<file path="config.mk">
export PLATFORM = sky130hd
export DESIGN_NAME = thermal_event_ctrl
export DESIGN_NICKNAME = d
export VERILOG_FILES = /design/src/rtl/thermal_event_pkg.sv /design/src/rtl/trip_regfile.sv /design/src/rtl/thresh_compare.sv /design/src/rtl/event_drive.sv /design/src/rtl/thermal_event_ctrl.sv
export SDC_FILE = /design/constraint.sdc
export NUM_CORES = 1
export LEC_CHECK = 0
export BUFFER_PORTS_ARGS = -buffer_cell sky130_fd_sc_hd__buf_2
export CAP_MARGIN = 20
export CORE_MARGIN = 1
export CORE_UTILIZATION = 30
export CTS_CLUSTER_SIZE = 20
export DETAILED_ROUTE_END_ITERATION = 12
export GPL_TIMING_DRIVEN = 0
export MAX_ROUTING_LAYER = met4
export SLEW_MARGIN = 25
export SYNTH_ARGS = -nofsm -noshare
export SYNTH_HDL_FRONTEND = slang
export SYNTH_SLANG_ARGS = --single-unit
</file>
<file path="constraint.sdc">
create_clock -name clk -period 6.8 [get_ports clk]
set_input_delay 1.36 -clock clk [delete_from_list [all_inputs] [get_ports clk]]
set_output_delay 1.36 -clock clk [all_outputs]
set_load 0.005 [all_outputs]
</file>
<file path="src/rtl/thermal_event_pkg.sv">
package thermal_event_pkg;

  typedef struct packed {
    logic crit;
    logic above;
    logic below;
  } trip_flags_t;

  // hysteresis in 1/16 degree units: 0, 1.5, 3, 6 degrees
  function automatic logic [6:0] hyst_sixteenths(input logic [1:0] code);
    case (code)
      2'd0:    return 7'd0;
      2'd1:    return 7'd24;
      2'd2:    return 7'd48;
      default: return 7'd96;
    endcase
  endfunction

endpackage

</file>
<file path="src/rtl/trip_regfile.sv">
module trip_regfile #(
  parameter int TEMP_W = 13,
  parameter int REG_W  = 16,
  localparam int TRIP_W = TEMP_W - 2,
  localparam int N_TRIP = 3
) (
  input  logic                          clk,
  input  logic                          rst_n,
  input  logic [REG_W-1:0]              wr_data,
  input  logic [N_TRIP-1:0]             wr_req,   // {crit, lower, upper}
  input  logic                          lock_win,
  input  logic                          lock_crit,
  output logic [N_TRIP-1:0][TRIP_W-1:0] trip_q,
  output logic [N_TRIP-1:0][REG_W-1:0]  trip_rd
);

  logic [N_TRIP-1:0] lock_vec;
  assign lock_vec = {lock_crit, lock_win, lock_win};

  for (genvar i = 0; i < N_TRIP; i++) begin : g_trip
    logic [TRIP_W-1:0] val_q;
    logic [TRIP_W-1:0] val_d;
    logic              wr_en;

    assign wr_en = wr_req[i] && !lock_vec[i];

    always_comb begin
      val_d = val_q;
      if (wr_en) val_d = wr_data[TEMP_W-1:2];
    end

    always_ff @(posedge clk or negedge rst_n) begin
      if (!rst_n) val_q <= '0;
      else        val_q <= val_d;
    end

    assign trip_q[i]  = val_q;
    assign trip_rd[i] = {{(REG_W-TEMP_W){1'b0}}, val_q, 2'b00};
  end

  a_r2_crit_lock_holds: assert property (@(posedge clk) disable iff (!rst_n)
    (wr_req[2] && lock_crit) |=> $stable(trip_q[2]));

  a_r3_win_lock_holds: assert property (@(posedge clk) disable iff (!rst_n)
    (lock_win && (wr_req[0] || wr_req[1])) |=> ($stable(trip_q[0]) && $stable(trip_q[1])));

endmodule

</file>
<file path="src/rtl/thresh_compare.sv">
module thresh_compare
  import thermal_event_pkg::*;
#(
  parameter int TEMP_W = 13,
  localparam int TRIP_W = TEMP_W - 2,
  localparam int EXT_W  = TEMP_W + 2
) (
  input  logic              clk,
  input  logic              rst_n,
  input  logic              samp_valid,
  input  logic [TEMP_W-1:0] samp_temp,
  input  logic [TRIP_W-1:0] upper_trip,
  input  logic [TRIP_W-1:0] lower_trip,
  input  logic [TRIP_W-1:0] crit_trip,
  input  logic [1:0]        hyst_sel,
  output trip_flags_t       flags_q,
  output logic              win_cross
);

  logic signed [EXT_W-1:0] t_x, u_x, l_x, c_x, h_x;
  trip_flags_t             flags_d;

  assign t_x = $signed({{2{samp_temp[TEMP_W-1]}}, samp_temp});
  assign u_x = $signed({{2{upper_trip[TRIP_W-1]}}, upper_trip, 2'b00});
  assign l_x = $signed({{2{lower_trip[TRIP_W-1]}}, lower_trip, 2'b00});
  assign c_x = $signed({{2{crit_trip[TRIP_W-1]}}, crit_trip, 2'b00});
  assign h_x = $signed({{(EXT_W-7){1'b0}}, hyst_sixteenths(hyst_sel)});

  always_comb begin
    flags_d = flags_q;
    if (samp_valid) begin
      flags_d.crit  = flags_q.crit  ? (t_x >= c_x - h_x) : (t_x >= c_x);
      flags_d.above = flags_q.above ? (t_x >  u_x - h_x) : (t_x >  u_x);
      flags_d.below = flags_q.below ? (t_x <  l_x)       : (t_x <  l_x - h_x);
    end
  end

  always_ff @(posedge clk or negedge rst_n) begin
    if (!rst_n) flags_q <= '0;
    else        flags_q <= flags_d;
  end

  assign win_cross = samp_valid &&
                     ((flags_d.above != flags_q.above) || (flags_d.below != flags_q.below));

  a_r4_crit_sets: assert property (@(posedge clk) disable iff (!rst_n)
    (samp_valid && (t_x >= c_x)) |=> flags_q.crit);

  a_r5_above_hyst_hold: assert property (@(posedge clk) disable iff (!rst_n)
    (samp_valid && flags_q.above && (t_x > u_x - h_x)) |=> flags_q.above);

  a_r6_below_needs_margin: assert property (@(posedge clk) disable iff (!rst_n)
    (samp_valid && !flags_q.below && (t_x >= l_x - h_x)) |=> !flags_q.below);

  a_r7_flags_hold_idle: assert property (@(posedge clk) disable iff (!rst_n)
    !samp_valid |=> $stable(flags_q));

endmodule

</file>
<file path="src/rtl/event_drive.sv">
module event_drive
  import thermal_event_pkg::*;
(
  input  logic        clk,
  input  logic        rst_n,
  input  trip_flags_t flags_q,
  input  logic        win_cross,
  input  logic        int_mode,
  input  logic        crit_only,
  input  logic        act_high,
  input  logic        out_en,
  input  logic        sw_clear,
  output logic        event_stat,
  output logic        event_pin
);

  logic lat_q, lat_d, lat_set;

  assign lat_set = win_cross && int_mode && !crit_only;

  always_comb begin
    lat_d = lat_q;
    if (lat_set)       lat_d = 1'b1;
    else if (sw_clear) lat_d = 1'b0;
  end

  always_ff @(posedge clk or negedge rst_n) begin
    if (!rst_n) lat_q <= 1'b0;
    else        lat_q <= lat_d;
  end

  always_comb begin
    if (crit_only)     event_stat = flags_q.crit;
    else if (int_mode) event_stat = lat_q | flags_q.crit;
    else               event_stat = flags_q.crit | flags_q.above | flags_q.below;
  end

  assign event_pin = (out_en && event_stat) ? act_high : !act_high;

  a_r9_crit_not_clearable: assert property (@(posedge clk) disable iff (!rst_n)
    flags_q.crit |-> event_stat);

  a_r9_clear_drops_latch: assert property (@(posedge clk) disable iff (!rst_n)
    (sw_clear && !win_cross) |=> !lat_q);

  a_r11_disabled_inactive: assert property (@(posedge clk) disable iff (!rst_n)
    !out_en |-> (event_pin == !act_high));

endmodule

</file>
<file path="src/rtl/thermal_event_ctrl.sv">
module thermal_event_ctrl
  import thermal_event_pkg::*;
#(
  parameter int TEMP_W = 13,
  parameter int REG_W  = 16
) (
  input  logic              clk,
  input  logic              rst_n,
  input  logic              samp_valid,
  input  logic [TEMP_W-1:0] samp_temp,
  input  logic [REG_W-1:0]  wr_data,
  input  logic              wr_upper,
  input  logic              wr_lower,
  input  logic              wr_crit,
  input  logic              cfg_int_mode,
  input  logic              cfg_act_high,
  input  logic              cfg_crit_only,
  input  logic              cfg_out_en,
  input  logic [1:0]        cfg_hyst,
  input  logic              cfg_lock_win,
  input  logic              cfg_lock_crit,
  input  logic              sw_clear,
  output logic [REG_W-1:0]  rd_upper,
  output logic [REG_W-1:0]  rd_lower,
  output logic [REG_W-1:0]  rd_crit,
  output logic              event_pin,
  output logic              event_stat,
  output logic              flag_crit,
  output logic              flag_above,
  output logic              flag_below
);

  localparam int TRIP_W = TEMP_W - 2;

  logic [2:0][TRIP_W-1:0] trip_q;
  logic [2:0][REG_W-1:0]  trip_rd;
  trip_flags_t            flags_q;
  logic                   win_cross;

  trip_regfile #(.TEMP_W(TEMP_W), .REG_W(REG_W)) u_regs (
    .clk       (clk),
    .rst_n     (rst_n),
    .wr_data   (wr_data),
    .wr_req    ({wr_crit, wr_lower, wr_upper}),
    .lock_win  (cfg_lock_win),
    .lock_crit (cfg_lock_crit),
    .trip_q    (trip_q),
    .trip_rd   (trip_rd)
  );

  thresh_compare #(.TEMP_W(TEMP_W)) u_cmp (
    .clk        (clk),
    .rst_n      (rst_n),
    .samp_valid (samp_valid),
    .samp_temp  (samp_temp),
    .upper_trip (trip_q[0]),
    .lower_trip (trip_q[1]),
    .crit_trip  (trip_q[2]),
    .hyst_sel   (cfg_hyst),
    .flags_q    (flags_q),
    .win_cross  (win_cross)
  );

  event_drive u_evt (
    .clk        (clk),
    .rst_n      (rst_n),
    .flags_q    (flags_q),
    .win_cross  (win_cross),
    .int_mode   (cfg_int_mode),
    .crit_only  (cfg_crit_only),
    .act_high   (cfg_act_high),
    .out_en     (cfg_out_en),
    .sw_clear   (sw_clear),
    .event_stat (event_stat),
    .event_pin  (event_pin)
  );

  assign rd_upper   = trip_rd[0];
  assign rd_lower   = trip_rd[1];
  assign rd_crit    = trip_rd[2];
  assign flag_crit  = flags_q.crit;
  assign flag_above = flags_q.above;
  assign flag_below = flags_q.below;

  a_r10_crit_only_follows: assert property (@(posedge clk) disable iff (!rst_n)
    cfg_crit_only |-> (event_stat == flag_crit));

  a_r1_reserved_zero: assert property (@(posedge clk) disable iff (!rst_n)
    (rd_upper[1:0] == 2'b00) && (rd_crit[REG_W-1:TEMP_W] == '0));

endmodule

</file>
==> impl_metrics.prom <==
# TYPE chip_impl_metric gauge
chip_impl_metric{name="antenna_found_initial",unit=""} 0
chip_impl_metric{name="drive_above_1_share",unit=""} 0.196
chip_impl_metric{name="antennaDiodeCount",unit=""} 0
chip_impl_metric{name="cts_buffer_depth",unit=""} 2
chip_impl_metric{name="layout.nets",unit=""} 672
chip_impl_metric{name="transition_time_at_the_pin_with_the_least_slew_margin",unit="ns"} 0.914
chip_impl_metric{name="starting_density",unit=""} 0.313
chip_impl_info{name="tritoncts",value="yes"} 1
chip_impl_metric{name="die-height",unit="um"} 115
chip_impl_metric{name="gr_ovfl_total",unit=""} 0
chip_impl_metric{name="grt_first_pass_wirelength",unit="um"} 17700
chip_impl_info{name="worst_setup_path_end_kind",value="register"} 1
chip_impl_metric{name="hold_viol",unit=""} 0
chip_impl_info{name="hold_end",value="u_cmp.flags_q[1]"} 1
chip_impl_metric{name="gp_routability_congestion",unit=""} 0.915
chip_impl_metric{name="synth.avg_cell_area",unit="um2"} 8.50
chip_impl_metric{name="drt.antenna.violating_nets",unit=""} 0
chip_impl_info{name="timing_worst_setup_path_type",value="input port to register"} 1
chip_impl_info{name="yosysMostFrequentCell",value="sky130_fd_sc_hd__ha_1"} 1
chip_impl_metric{name="ys_seq_elements",unit=""} 37
chip_impl_metric{name="firstDrtPassIters",unit=""} 5
chip_impl_metric{name="place_area",unit="mm2"} 0.00446
chip_impl_metric{name="cts_post_setup_buffers_inserted",unit=""} 0
chip_impl_metric{name="via_count",unit=""} 3554
chip_impl_metric{name="via_count_of_the_first_global_routing_pass",unit=""} 3461
chip_impl_info{name="post-synth-top-area-cell",value="sky130_fd_sc_hd__ha_1"} 1
chip_impl_metric{name="design.die.area",unit="mm2"} 0.0132
chip_impl_metric{name="drc",unit=""} 0
chip_impl_info{name="post_synth_top_flop",value="sky130_fd_sc_hd__dfrtp_1"} 1
chip_impl_info{name="start_point_of_the_worst_hold_path",value="u_cmp.flags_q[1]"} 1
chip_impl_metric{name="design.core.area",unit="mm2"} 0.0122
chip_impl_info{name="grt_setup_unrepaired",value="no"} 1
chip_impl_info{name="worstReg2RegStart",value="u_regs.g_trip[0].val_q[1]"} 1
chip_impl_metric{name="power.ir.vdd_worst",unit="mV"} 0.131
chip_impl_metric{name="std_cell_rows",unit=""} 40
chip_impl_metric{name="place.port_buffers",unit=""} 75
chip_impl_metric{name="cts_made_buffers",unit=""} 5
chip_impl_metric{name="ys_types",unit=""} 51
chip_impl_metric{name="final-max-slew-violation-count",unit=""} 0
chip_impl_info{name="r2r_end",value="u_evt.lat_q"} 1
chip_impl_metric{name="post_cts_resize_count",unit=""} 0
chip_impl_metric{name="fin_crit_sh",unit=""} 0.711
chip_impl_metric{name="pwr_density_cell",unit="mW/mm2"} 226
chip_impl_metric{name="synthesis.yosys.warnings",unit=""} 0
chip_impl_metric{name="critical_path_peak_fanout",unit=""} 4
chip_impl_metric{name="r2r_setup_slack",unit="ns"} 3.17
chip_impl_metric{name="total_leakage_power",unit="nW"} 2.29
chip_impl_metric{name="yosysSeqAreaShare",unit=""} 0.242
chip_impl_metric{name="worst_r2r_path_depth",unit=""} 16
chip_impl_metric{name="initialDrtViolationCount",unit=""} 166
chip_impl_metric{name="yosysTopAreaCellShare",unit=""} 0.258
chip_impl_info{name="synthTopCellsByCount",value="79 x sky130_fd_sc_hd__ha_1, 53 x sky130_fd_sc_hd__inv_1, 46 x sky130_fd_sc_hd__nand2_1"} 1
chip_impl_metric{name="routed_via_density",unit=""} 4.97
chip_impl_info{name="synth_top_cells_by_area",value="sky130_fd_sc_hd__ha_1 26%, sky130_fd_sc_hd__dfrtp_1 24%, sky130_fd_sc_hd__o21ai_0 5.9%, sky130_fd_sc_hd__inv_1 5.2%, sky130_fd_sc_hd__xnor2_1 5.0%"} 1
chip_impl_metric{name="async_reset_ff_frac",unit=""} 1.00
chip_impl_metric{name="max_freq",unit="MHz"} 207
chip_impl_metric{name="synth-edff-count",unit=""} 0
chip_impl_metric{name="setup_total_negative_slack",unit="ns"} 0
chip_impl_metric{name="min_delay_path_depth",unit=""} 1
chip_impl_metric{name="clock-skew-final",unit="ns"} 0.00793
chip_impl_metric{name="cp_data_required_time",unit="ns"} 7.00
chip_impl_metric{name="largest_net_degree_at_the_start_of_global_routing",unit=""} 38
chip_impl_metric{name="drv_cap",unit=""} 0
chip_impl_metric{name="worst_max_slew_margin_expressed_relative_to_the_limit",unit=""} 0.390
chip_impl_metric{name="final_setup_viols",unit=""} 0
chip_impl_metric{name="io-pin-count",unit=""} 97
chip_impl_info{name="worst_hold_path_type",value="register to register"} 1
chip_impl_metric{name="synth.cell_area",unit="mm2"} 0.00382
chip_impl_metric{name="cts-hold-fix-buffers",unit=""} 0
chip_impl_metric{name="dpl.hpwl",unit="um"} 9060
chip_impl_metric{name="synth_cells",unit=""} 450
chip_impl_metric{name="finalCriticalPeriod",unit="ns"} 4.83
chip_impl_metric{name="htreeDepth",unit=""} 2
chip_impl_metric{name="clock-sinks",unit=""} 37
chip_impl_metric{name="area_growth_syn_to_layout",unit="%"} 21.2
chip_impl_metric{name="drt-total-wl",unit="um"} 10900
chip_impl_metric{name="groute.usage.overall",unit=""} 0.177
chip_impl_info{name="outcome",value="completed"} 1
chip_impl_metric{name="post_cts_clock_slew_at_the_launch_and_capture_registers_of_the_worst_setup_and_hold_paths",unit="ns"} 0.06
chip_impl_metric{name="post-route-cell-area",unit="mm2"} 0.00464
chip_impl_info{name="crit_path_start_kind",value="input port"} 1
chip_impl_metric{name="routed_wire_length_per_instance",unit="um"} 15.3
chip_impl_metric{name="clk_lat_worst_skew",unit="ns"} 0.28
chip_impl_metric{name="worstPathArrival",unit="ns"} 5.03
chip_impl_metric{name="dieWidth",unit="um"} 115
chip_impl_info{name="clk_root_buffer_cell",value="sky130_fd_sc_hd__clkbuf_16"} 1
[critical path: stages]
cell	delay (ns)
sky130_fd_sc_hd__buf_2	0.10
sky130_fd_sc_hd__inv_1	0.16
sky130_fd_sc_hd__ha_1	0.30
sky130_fd_sc_hd__ha_1	0.21
sky130_fd_sc_hd__inv_1	0.06
sky130_fd_sc_hd__fa_1	0.40
sky130_fd_sc_hd__a21oi_1	0.16
sky130_fd_sc_hd__nor2_1	0.07
sky130_fd_sc_hd__nor4_1	0.50
sky130_fd_sc_hd__nand2_1	0.15
sky130_fd_sc_hd__xnor2_1	0.17
sky130_fd_sc_hd__ha_1	0.29
sky130_fd_sc_hd__nand4_1	0.14
sky130_fd_sc_hd__nor4_1	0.36
sky130_fd_sc_hd__o21ai_0	0.21
sky130_fd_sc_hd__nor2_1	0.16
sky130_fd_sc_hd__nor3_2	0.05
sky130_fd_sc_hd__o211ai_1	0.17
[kinds of logic (layout without fill, tap and decap cells)]
logic type                 Yosys count  after routing  share of synthesized area
other                                1             15                   0.000980
xor gates and xnor gates            23             23                     0.0527
and+or+nand+nor                    122            122                      0.166
adders and majority gates           82             82                      0.274
DFF                                 37             37                      0.242
muxes                                3              3                    0.00883
AOI/OAI and AO/OA                  107            107                      0.166
buffers and inverters               75            158                     0.0893
[layout by cell type (no fill, tap or decap), types with 5 or more instances in the layout]
cell	netlist	final
sky130_fd_sc_hd__buf_2	0	75
sky130_fd_sc_hd__nor2b_1	13	13
sky130_fd_sc_hd__nand3_1	9	9
sky130_fd_sc_hd__nand4_1	8	8
sky130_fd_sc_hd__ha_1	79	79
sky130_fd_sc_hd__xnor2_1	22	22
sky130_fd_sc_hd__nor3_1	7	7
sky130_fd_sc_hd__dfrtp_1	37	37
sky130_fd_sc_hd__clkbuf_16	0	5
sky130_fd_sc_hd__a21o_1	8	8
sky130_fd_sc_hd__inv_1	53	53
sky130_fd_sc_hd__nor2_1	15	15
sky130_fd_sc_hd__clkbuf_1	6	7
sky130_fd_sc_hd__nand2_1	46	46
sky130_fd_sc_hd__conb_1	1	15
sky130_fd_sc_hd__a21oi_1	28	28
sky130_fd_sc_hd__buf_4	16	16
sky130_fd_sc_hd__o21ai_0	45	45
[per-stage QoR]
step / util / total power [mW] / cells / hold WS, ns / worst slack (ns)
global placement: 0.365 / 0.749 / 707 / 0.507 / 1.81
CTS: 0.380 / 1.05 / 715 / 0.532 / 2.02
finish: 0.380 / 1.05 / 715 / 0.537 / 1.97
global route: 0.380 / 1.14 / 715 / 0.568 / 1.62
detailed placement: 0.365 / 0.770 / 707 / 0.519 / 1.73
floorplan: - / 0.612 / 464 / 0.520 / 2.44
[power by group]
part / internal, mW / switching [mW]
combinational: 0.218 / 0.253
sequential: 0.256 / 0.0424
clock: 0.184 / 0.0963
total: 0.658 / 0.391
[layout make-up]
cell class | count | area (um2)
fill | 1318 | 7580
inverter | 53 | 199
sequential | 37 | 926
timing repair buffer | 75 | 375
clock inverter | 1 | 30.0
multi-input combinational | 352 | 2610
clock buffer | 7 | 143
tap | 168 | 210
buffer | 22 | 143
[worst max-delay path by stage]
stage | from | endpoint | slack [ns] | depth (start not counted)
2_1_floorplan | cfg_hyst[1] | u_evt.lat_q | 2.44 | 15
3_3_place_gp | cfg_hyst[1] | u_evt.lat_q | 1.81 | 18
3_5_place_dp | cfg_hyst[1] | u_evt.lat_q | 1.73 | 18
4_1_cts | cfg_hyst[1] | u_evt.lat_q | 2.02 | 18
5_1_grt | cfg_hyst[1] | u_evt.lat_q | 1.62 | 18
6_report | cfg_hyst[1] | u_evt.lat_q | 1.97 | 18
[per-layer routing]
layer  global-route usage  routed length, um  up-vias
met1                0.243               5160     1695
met3               0.0253                750        7
met2                0.284               4940      109
met4               0.0216                 56        0
li1                     -                  -     1743
met5                    -                  0        -
[flip-flops by register name, summed over array words and instances, names as in the netlist]
register,flops
u_evt.lat_q,1
u_regs.g_trip.val_q,33
u_cmp.flags_q,3
No activity file was read; power rests on OpenSTA's default activity.
